**src/rtl/vdw_pkg.sv**
```systemverilog
package vdw_pkg;
    localparam int ADDR_W  = 14;
    localparam int DATA_W  = 8;
    localparam int CRAM_AW = 6;
    localparam int CODE_W  = 2;
    localparam int KEEP_W  = 4;

    typedef enum logic [CODE_W-1:0] {
        ACC_VRD = 2'd0,
        ACC_VWR = 2'd1,
        ACC_REG = 2'd2,
        ACC_CWR = 2'd3
    } acc_code_e;

    function automatic logic [DATA_W-1:0] odd_trim(input logic [DATA_W-1:0] b);
        return {{(DATA_W-KEEP_W){1'b0}}, b[KEEP_W-1:0]};
    endfunction
endpackage

```
**src/rtl/vdw_addr_ctl.sv**
```systemverilog
module vdw_addr_ctl
    import vdw_pkg::*;
#(
    parameter int AW = vdw_pkg::ADDR_W
) (
    input  logic          clk,
    input  logic          rst,
    input  logic          ctl_half,
    input  logic          cmd_load,
    input  acc_code_e     cmd_code,
    input  logic [AW-1:0] cmd_addr,
    input  logic          data_wr,
    output logic [AW-1:0] addr_q,
    output acc_code_e     code_q,
    output logic          pend_q
);
    localparam logic [AW-1:0] ONE = AW'(1);

    always_ff @(posedge clk) begin
        if (rst) begin
            addr_q <= '0;
            code_q <= ACC_VRD;
            pend_q <= 1'b0;
        end else begin
            if (cmd_load) begin
                addr_q <= cmd_addr;
                code_q <= cmd_code;
            end else if (data_wr) begin
                addr_q <= addr_q + ONE;
            end
            if (cmd_load || data_wr)
                pend_q <= 1'b0;
            else if (ctl_half)
                pend_q <= 1'b1;
        end
    end

    // address steps by one (with wrap) after a data write
    a_r6_step: assert property (@(posedge clk) disable iff (rst)
        (data_wr && !cmd_load) |=> addr_q == AW'($past(addr_q) + ONE));
    // command load takes the supplied address
    a_r7_load: assert property (@(posedge clk) disable iff (rst)
        cmd_load |=> (addr_q == $past(cmd_addr)) && !pend_q);
    // a data write cancels a half-received command
    a_r8_clear: assert property (@(posedge clk) disable iff (rst)
        data_wr |=> !pend_q);
endmodule

```
**src/rtl/vdw_cram_latch.sv**
```systemverilog
module vdw_cram_latch #(
    parameter int DW = vdw_pkg::DATA_W
) (
    input  logic          clk,
    input  logic          rst,
    input  logic          capture,
    input  logic [DW-1:0] din,
    output logic [DW-1:0] latch_q
);
    always_ff @(posedge clk) begin
        if (rst)
            latch_q <= '0;
        else if (capture)
            latch_q <= din;
    end

    // latch holds unless an even colour write captures
    a_r9_hold: assert property (@(posedge clk) disable iff (rst)
        !capture |=> $stable(latch_q));
    // captured byte is what was presented
    a_r3_capture: assert property (@(posedge clk) disable iff (rst)
        capture |=> latch_q == $past(din));
endmodule

```
**src/rtl/vdw_steer.sv**
```systemverilog
module vdw_steer
    import vdw_pkg::*;
#(
    parameter int AW  = vdw_pkg::ADDR_W,
    parameter int DW  = vdw_pkg::DATA_W,
    parameter int CAW = vdw_pkg::CRAM_AW
) (
    input  logic           clk,
    input  logic           rst,
    input  logic           ctl_half_i,
    input  logic           cmd_load_i,
    input  logic [1:0]     cmd_code_i,
    input  logic [AW-1:0]  cmd_addr_i,
    input  logic           data_wr_i,
    input  logic [DW-1:0]  data_i,
    output logic           vram_we_o,
    output logic [AW-1:0]  vram_addr_o,
    output logic [DW-1:0]  vram_data_o,
    output logic           cram_we_o,
    output logic [CAW-2:0] cram_pair_o,
    output logic [DW-1:0]  cram_even_o,
    output logic [DW-1:0]  cram_odd_o,
    output logic [AW-1:0]  addr_o,
    output logic           ctl_pending_o
);
    logic [AW-1:0] addr_q;
    acc_code_e     code_q;
    logic          pend_q;
    logic [DW-1:0] latch_q;
    logic          to_cram;
    logic          hold_even;

    vdw_addr_ctl #(.AW(AW)) u_addr (
        .clk      (clk),
        .rst      (rst),
        .ctl_half (ctl_half_i),
        .cmd_load (cmd_load_i),
        .cmd_code (acc_code_e'(cmd_code_i)),
        .cmd_addr (cmd_addr_i),
        .data_wr  (data_wr_i),
        .addr_q   (addr_q),
        .code_q   (code_q),
        .pend_q   (pend_q)
    );

    assign to_cram   = (code_q == ACC_CWR);
    assign hold_even = data_wr_i && to_cram && !addr_q[0];

    vdw_cram_latch #(.DW(DW)) u_latch (
        .clk     (clk),
        .rst     (rst),
        .capture (hold_even),
        .din     (data_i),
        .latch_q (latch_q)
    );

    always_comb begin
        vram_we_o   = data_wr_i && !to_cram;
        vram_addr_o = addr_q;
        vram_data_o = data_i;
        cram_we_o   = data_wr_i && to_cram && addr_q[0];
        cram_pair_o = addr_q[CAW-1:1];
        cram_even_o = latch_q;
        cram_odd_o  = odd_trim(data_i);
    end

    assign addr_o        = addr_q;
    assign ctl_pending_o = pend_q;

    // never both memories at once
    a_r2_one_target: assert property (@(posedge clk) disable iff (rst)
        !(vram_we_o && cram_we_o));
    // colour pair write only on a data strobe, high nibble cleared
    a_r4_pair: assert property (@(posedge clk) disable iff (rst)
        cram_we_o |-> data_wr_i && cram_odd_o[DW-1:KEEP_W] == '0);
    // even colour write touches neither memory
    a_r3_quiet: assert property (@(posedge clk) disable iff (rst)
        hold_even |-> !vram_we_o && !cram_we_o);
endmodule

```
**config.mk**
```make
export PLATFORM = sky130hd
export DESIGN_NAME = vdw_steer
export DESIGN_NICKNAME = d
export VERILOG_FILES = /design/src/rtl/vdw_pkg.sv /design/src/rtl/vdw_addr_ctl.sv /design/src/rtl/vdw_cram_latch.sv /design/src/rtl/vdw_steer.sv
export SDC_FILE = /design/constraint.sdc
export NUM_CORES = 1
export LEC_CHECK = 0
export ABC_AREA = 1
export BUFFER_PORTS_ARGS = -buffer_cell sky130_fd_sc_hd__buf_4
export CAP_MARGIN = 20
export CORE_MARGIN = 5
export CORE_UTILIZATION = 47
export DETAILED_ROUTE_END_ITERATION = 8
export HOLD_SLACK_MARGIN = 0.08
export PLACE_DENSITY = 0.85
export SYNTH_ARGS = -nofsm -noshare
export SYNTH_HDL_FRONTEND = slang
export SYNTH_SLANG_ARGS = --single-unit
```
**constraint.sdc**
```tcl
create_clock -name clk -period 2.55 [get_ports clk]
set_clock_uncertainty 0.2 [all_clocks]
set_input_delay 0.255 -clock clk [delete_from_list [all_inputs] [get_ports clk]]
set_output_delay 0.255 -clock clk [all_outputs]
set_load 0.005 [all_outputs]
```
### Word level (Yosys, flattened, before mapping)

Index checks and enable logic that the tools add are counted.

| cells by class | value |
|---|---|
| add/sub/neg operators | 1 |
| muxes and demuxes | 2 |
| reductions and logical operators | 9 |
| eq/ne operators | 1 |

Operators by type and width:

| kind | number |
|---|---|
| 2-to-1 mux 14 bit | 2 |
| adder 14 x 1 -> 14 bit, second input constant | 1 |
| logical AND 1 bit | 4 |
| equality test 2 bit, second input constant | 1 |
| zero test 1 bit | 2 |
| nonzero test 2 bit | 1 |
| OR reduction 2 bit | 1 |
| logical OR 1 bit | 1 |

| word-level totals | value |
|---|---|
| bits in registers | 25 |
| output and inout bits | 60 |
| logic and storage cells | 17 |

### Longest topological paths before layout

Gate-level depths: netlist (run 1).

| logic depth | value |
|---|---|
| depth in word-level cells | 3 |
| mapped depth | 8 |
| mapped depth without buffers | 7 |

### Modules after synthesis

Synthesis (run 1) repeated with hierarchy kept, for this count alone.

| second synthesis, totals | value |
|---|---|
| cell total of the unflattened synthesis | 229 |
| area total of the unflattened synthesis | 1589.0 um^2 |

Modules (own cells, without submodules):

| module | area each (um^2) | cells an instance | times used |
|---|---|---|---|
| vdw_addr_ctl | 957.2 | 137 | 1 |
| vdw_cram_latch | 341.6 | 51 | 1 |
| vdw_steer | 290.3 | 41 | 1 |

### Least setup slack after synthesis (run 1)

Ideal clock, no wire load.

| timing | value |
|---|---|
| path kind | register to register |
| from | register u_addr.addr_q[0] |
| to | register u_addr.addr_q[8] |
| period minus slack after synthesis | 1468 ps |
| library setup time | 132 ps |
| data arrival time | 1136 ps |
| required time | 2218 ps |
| stages on the path, launching flop included | 8 |
| path buffers | 0 |
| slack | 1082 ps |
| cells stage by stage | dfxtp_1 -> ha_1 -> nand2_1 -> nor2_1 -> nand2_1 -> xor2_1 -> nand2_1 -> a21oi_1 |

| between the ends | value |
|---|---|
| word-level cells in the longest chain between the ends | 3 |

RTL lines:

| element | RTL line | source |
|---|---|---|
| start, declared | vdw_addr_ctl.sv:13 | `output logic [AW-1:0] addr_q,` |
| start signal, assigned | vdw_addr_ctl.sv:26 | `addr_q <= cmd_addr;` |
| start signal, assigned | vdw_addr_ctl.sv:29 | `addr_q <= addr_q + ONE;` |
| adder 14 x 1 -> 14 bit | vdw_addr_ctl.sv:29 |  |
| 2-to-1 mux 14 bit | vdw_addr_ctl.sv:28 | `end else if (data_wr) begin` |
| 2-to-1 mux 14 bit | vdw_addr_ctl.sv:25 | `if (cmd_load) begin` |

No other way between the ends. The select of a mux whose other input is x is not followed.
A chain may end at the register's enable or synchronous reset.

### Worst setup path in the final report (run 1)

| timing | value |
|---|---|
| from | register u_addr.addr_q[0] |
| to | register u_addr.addr_q[12] |

The elaborated chain is that of the path after synthesis.

==> results of run 1 <==
## final cells by class
type	instances	share of cell area (%)
Clock buffer	4	1.19
Inverter	17	2.88
Multi-Input combinational cell	136	30.5
Sequential cell	25	22.6
Tap cell	44	2.49
Timing Repair Buffer	110	40.3
## through the flow
stage	hold slack, ps	instances	power (mW)	setup slack [ps]
after floorplan	124	219	0.546	1080
after global placement	278	306	0.617	1000
after detailed placement	282	306	0.621	907
after CTS	90.0	336	0.825	414
after global routing	103	336	0.873	91.9
final	91.1	336	0.827	365
## logic make-up after synthesis
logic type               after synthesis  share of synthesized area (%)
AND/OR/NAND/NOR                       88                           25.2
flip-flops                            25                           32.8
buffers and inverters                 58                           23.6
other                                  1                          0.246
AO/OA/AOI/OAI                         38                           14.4
XOR/XNOR                               5                           2.87
adder cells (fa/ha/maj)                1                          0.821
## power breakdown
| group | total (mW) | switching (mW) | internal [mW] |
|---|---|---|---|
| logic | 0.211 | 0.0837 | 0.127 |
| clock network | 0.180 | 0.119 | 0.0612 |
| registers | 0.436 | 0.0269 | 0.409 |
| total | 0.827 | 0.229 | 0.598 |
## timing repair
item | in CTS | in global routing
setup endpoints to repair | 0 | 0
hold buffers | 26 | 0
endpoints found under the hold margin | 25 | 0
## worst register-to-register path: stages, from the launching register on
cell and delay [ps]:
dfxtp_1 490, ha_1 260, nand2_1 70, nor2_1 200
nand3_1 110, nand2_1 70, nand3_1 60, a21oi_1 130
dlygate4sd3_1 560
## layer usage
| layer | wire, um | track usage (%) | vias to the layer above |
|---|---|---|---|
| li1 | - | - | 817 |
| met1 | 1740 | 24.2 | 737 |
| met2 | 2360 | 37.6 | 72 |
| met3 | 307 | 1.52 | 6 |
| met4 | 70 | 6.58 | 0 |
| met5 | 0 | 0 | - |
## state kept, by name, summed over array words and instances, names as in the netlist
signal and cells:
u_addr.addr_q 14, u_addr.pend_q 1, u_latch.latch_q 8, u_addr.code_q 2
## cells in the mapped netlist, drive strengths merged
| cell type | number |
|---|---|
| o21bai | 1 |
| nor2 | 33 |
| ha | 1 |
| nand3 | 14 |
| xnor2 | 1 |
| a22oi | 10 |
| nor3 | 1 |
| a31oi | 2 |
| nand4 | 4 |
| a21oi | 12 |
| inv | 17 |
| o21ai | 13 |
| nand2 | 36 |
| dfxtp | 25 |
| buf | 38 |
| clkbuf | 3 |
| conb | 1 |
| xor2 | 4 |
## worst max-delay path by stage
stage / from / to / slack, ps / cells after the start
CTS: u_addr.addr_q[0]$_SDFFE_PP0P_ / u_addr.addr_q[12]$_SDFFE_PP0P_ / 410 / 8
global placement: u_addr.addr_q[0]$_SDFFE_PP0P_ / u_addr.addr_q[8]$_SDFFE_PP0P_ / 1000 / 7
detailed placement: u_addr.addr_q[0]$_SDFFE_PP0P_ / u_addr.addr_q[8]$_SDFFE_PP0P_ / 910 / 7
finish: u_addr.addr_q[0]$_SDFFE_PP0P_ / u_addr.addr_q[12]$_SDFFE_PP0P_ / 370 / 8
global route: u_addr.addr_q[0]$_SDFFE_PP0P_ / u_addr.addr_q[12]$_SDFFE_PP0P_ / 90 / 8
floorplan: u_addr.addr_q[0]$_SDFFE_PP0P_ / u_addr.addr_q[8]$_SDFFE_PP0P_ / 1080 / 7
==> impl_results.md, run 1 <==
- Status: complete, no violations
- Finish-stage setup viols: 0
- Reg2Reg Setup Slack: 370 ps
- Starting Density: 49.5%
- Top cells by area, synth: dfxtp_1 33%, buf_4 18%, nand2_1 8.6%, nor2_1 6.9%, a22oi_1 4.9%
- Initial antenna violation count: 0
- Slew Viols, Final: 0
- Cts repair resizes: 0
- Die height: 66.9 um
- Startpoint type of the worst setup path: flip-flop
- RSZ-0062 raised after global routing: no
- Vias/cell: 4.86
- Library cells used by synthesis: 25
- Max cap viols: 0
- Placed Area: 1930 um^2
- Hold Vio Cnt, Final: 0
- CTS buffer count: 3
- Root Driver: clkbuf_4
- Total wire length: 4.47 mm
- Period minus WS final: 2180 ps
- Grt total ovfl: 0
- Nets: 323
- Port buffer count: 84
- GP Congestion: 0.881
- Reg-to-reg critical path startpoint: u_addr.addr_q[0]$_SDFFE_PP0P_
- Die area: 4480 um^2
- Clk sinks: 25
- Largest net degree at the start of global routing: 17
- # Post-CTS Setup Buffers: 0
- CP bufs+invs: 1
- Yosys reg bits: 25
- HPWL Detailed: 3.14 mm
- Setup TNS: 0 ps
- Htree depth: 1
- Maximum clock rate: 0.458 GHz
- Synthesized cell area: 1520 um^2
- Multi-input gate area: 676 um^2
- Cell area after layout: 2210 um^2
- Synth Instances: 216
- Average size of a mapped cell: 7.06 um^2
- Clock Path Buffers: 2
- Req. time, crit path: 2630 ps
- Startpoint of the worst hold path: cmd_load_i
- Area Overhead vs Synth: 45.2%
- Seq/Total Area, Yosys: 32.8%
- Fill count: 240
- Core area: 3080 um^2
- Reg2Reg Depth: 8
- Hold depth: 3
- Synth top area share: 32.8%
- Row count: 20
- DRT antenna net count: 0
- Maximum vdd drop: 0.000209 V
- Vias in the first global route: 1525
- Global-route wire length before repair: 7.09 mm
- Pleak: 1.06 nW
- DRC Markers: 0
- CP max-delay cell: dlygate4sd3_1
- # IOs: 89
- TritonCTS clock tree: built
- DRT iter0 DRCs: 163
- Critical path type: reg -> reg
- Worst-path cell chain: ha_1 > nand2_1 > nor2_1 > nand3_1 > nand2_1 > nand3_1 > a21oi_1 > dlygate4sd3_1
- Vias: 1632
- # diodes: 0
- Clock latency on the worst-skew pair: 320 ps
- Power per cell area: 374 nW/um^2
- Hold Path Sink: u_addr.addr_q[4]$_SDFFE_PP0P_
- Period Utilization, post-route: 85.7%
- Die width: 66.9 um
- First-pass iteration count of the detailed router: 5
- CP peak stage delay: 560 ps
- RR Endpoint: u_addr.addr_q[12]$_SDFFE_PP0P_
- Crit-path max FO: 6
- Most frequent cells in the layout: 84 x buf_4, 35 x nand2_1, 28 x nor2_1
- Most common cell after layout, fill and taps aside: buf_4
- Wire per inst: 13.3 um
- Critical path arrival: 2260 ps
- Synth Warn #: 0
- FF+latch area: 500 um^2
- Synth area leader: dfxtp_1
- All-Layer GR Usage: 20.2%
- Core Util, Final: 71.9%
- Clk pin slew, worst setup/hold paths: 140 ps
- Element type at the critical path end: flip-flop
- Layout cells sized above 1: 33.2%
- Crit-path leading delay family: buffers and inverters
- Worst min-delay path class: in -> reg
(Power assumes the default switching activity.)
==> inputs of run 2 (changes only) <==
==> constraint.sdc (replaced) <==
create_clock -name clk -period 2.55 [get_ports clk]
set_clock_uncertainty 0.2 [all_clocks]
set_input_delay 0.51 -clock clk [delete_from_list [all_inputs] [get_ports clk]]
set_output_delay 0.51 -clock clk [all_outputs]
set_load 0.005 [all_outputs]
==> run 2 against run 1 <==
- wire length decreased by 13%
- clock power about the same
- sequential share of layout area increased by 3.0 points
- critical path type is now reg -> out
- register-to-register slack improved by 560 ps
- critical path depth decreased by 5
- via count decreased by 7.2%
- cell area decreased by 12%
- highest routed layer unchanged
- worst hold slack improved by 130 ps
- first-iteration DRC count decreased by 39%
- critical endpoint is now cram_we_o
==> impl_results.md, run 2 (synthesized netlist as in run 1, its figures left out) <==
- Register share of total power: 55.0%
- Starting Density: 49.5%
- # hold bufs at CTS: 0
- Core Util, Final: 63.5%
- CP bufs+invs: 2
- Total wire length: 3.87 mm
- Port buffer count: 84
- Clock Power Share: 22.8%
- Max reg flops: 14
- Die height: 66.9 um
- Setup TNS: 0 ps
- Row count: 20
- Max cap viols: 0
- Nets: 297
- Critical path type: reg -> out
- Vias: 1514
- Worst-path cell chain: inv_2 > nor2_1 > buf_4
- Clk sinks: 25
- Placed Area: 1930 um^2
- Crit-path max FO: 6
- Startpoint of the worst hold path: data_i[6]
- HPWL Detailed: 3.10 mm
- Root Driver: clkbuf_4
- Finish-stage setup viols: 0
- Pint: 0.569 mW
- Maximum vdd drop: 0.000193 V
- Wire per inst: 12.5 um
- All-Layer GR Usage: 17.4%
- Startpoint type of the worst setup path: flip-flop
- Die width: 66.9 um
- Maximum clock rate: 0.541 GHz
- Slew Viols, Final: 0
- Vias in the first global route: 1377
- DRT iter0 DRCs: 100
- Combinational share of power: 22.1%
- Hold Vio Cnt, Final: 0
- CP max-delay cell: dfxtp_1
- DRC Markers: 0
- Hold_ws: 222 ps
- Reg2Reg Setup Slack: 930 ps
- Element type at the critical path end: primary output
- Req. time, crit path: 1840 ps
- RR Endpoint: u_addr.addr_q[8]$_SDFFE_PP0P_
- Critical path arrival: 1140 ps
- Most common cell after layout, fill and taps aside: buf_4
- Initial antenna violation count: 0
- Cell area after layout: 1950 um^2
- Clock latency on the worst-skew pair: 330 ps
- Sw frac: 28.1%
- # diodes: 0
- Largest register by flop count: u_addr.addr_q
- Die area: 4480 um^2
- DRT antenna net count: 0
- Hold depth: 3
- Area Overhead vs Synth: 28.2%
- Largest registers: u_addr.addr_q (14), u_latch.latch_q (8), u_addr.code_q (2)
- First-pass iteration count of the detailed router: 4
- Reg-to-reg critical path startpoint: u_addr.addr_q[0]$_SDFFE_PP0P_
- CP peak stage delay: 470 ps
- Power per cell area: 406 nW/um^2
- Htree depth: 1
- Most frequent cells in the layout: 84 x buf_4, 35 x nand2_1, 28 x nor2_1
- # IOs: 89
- Period minus WS final: 1850 ps
- Clk pin slew, worst setup/hold paths: 130 ps
- Layout cells sized above 1: 36.8%
- NetSw: 0.223 mW
- # Post-CTS Setup Buffers: 0
- Hold Path Sink: u_latch.latch_q[6]$_SDFFE_PP0P_
- Largest net degree at the start of global routing: 17
- Crit-path leading delay family: flip-flops
- Core area: 3080 um^2
- Global-route wire length before repair: 6.04 mm
- Grt total ovfl: 0
- Cts repair resizes: 0
- Worst min-delay path class: in -> reg
- CTS buffer count: 3
- TritonCTS clock tree: built
- RSZ-0062 raised after global routing: no
- Reg2Reg Depth: 7
- GP Congestion: 0.871
- Vias/cell: 4.88
- Total chip power: 0.792 mW
- Pleak: 0.949 nW
- Status: complete, no violations
- Clock Path Buffers: 2
- Period Utilization, post-route: 72.5%
==> run 2: changes by cell type in the layout (fill, tap and decap cells not counted) <==
cell,delta
dlygate4sd3_1,-26
clkbuf_1,-1
clkinv_2,+1
==> run 2: worst max path at each step <==
stage / start / to / slack (ps) / cells after the start
6_report: u_addr.addr_q[0]$_SDFFE_PP0P_ / cram_we_o / 700 / 3
5_1_grt: u_addr.addr_q[0]$_SDFFE_PP0P_ / cram_we_o / 600 / 3
4_1_cts: u_addr.addr_q[0]$_SDFFE_PP0P_ / cram_we_o / 680 / 3
3_5_place_dp: data_wr_i / u_latch.latch_q[5]$_SDFFE_PP0P_ / 840 / 6
3_3_place_gp: data_wr_i / u_latch.latch_q[6]$_SDFFE_PP0P_ / 870 / 6
2_1_floorplan: cmd_load_i / u_addr.addr_q[10]$_SDFFE_PP0P_ / 1020 / 7
==> run 2: layer usage <==
| metal | wire length (um) | share of wire (%) | global-route usage (%) | vias to the layer above |
|---|---|---|---|---|
| met5 | 0 | 0 | 0 | - |
| met4 | 52 | 1.3 | 6.84 | 0 |
| met2 | 1890 | 49 | 28.2 | 57 |
| met3 | 293 | 7.6 | 1.85 | 4 |
| met1 | 1640 | 42 | 23.3 | 691 |
| li1 | - | - | - | 762 |
==> run 2: cell type report <==
| type | instances | area (um^2) |
|---|---|---|
| Multi-Input combinational cell | 136 | 676 |
| Fill cell | 285 | 1120 |
| Inverter | 17 | 63.8 |
| Tap cell | 44 | 55.1 |
| Clock inverter | 1 | 5.00 |
| Timing Repair Buffer | 84 | 631 |
| Clock buffer | 3 | 22.5 |
| Sequential cell | 25 | 500 |
==> run 2: worst min-delay path, stage by stage <==
cell and delay, ps:
buf_4 80, nor2_1 40, nor2_1 80
==> run 2: metrics by stage <==
stage | instances | setup slack (ps)
3_5_place_dp | 306 | 840
2_1_floorplan | 219 | 1020
3_3_place_gp | 306 | 869
4_1_cts | 310 | 680
6_report | 310 | 701
5_1_grt | 310 | 602
==> run 2: power by group through the flow <==
stage	sequential, mW	clock, mW	combinational, mW
floorplan	0.441	0	0.105
global placement	0.443	0	0.174
detailed placement	0.445	0	0.177
CTS	0.436	0.188	0.177
global route	0.441	0.205	0.193
finish	0.436	0.181	0.175
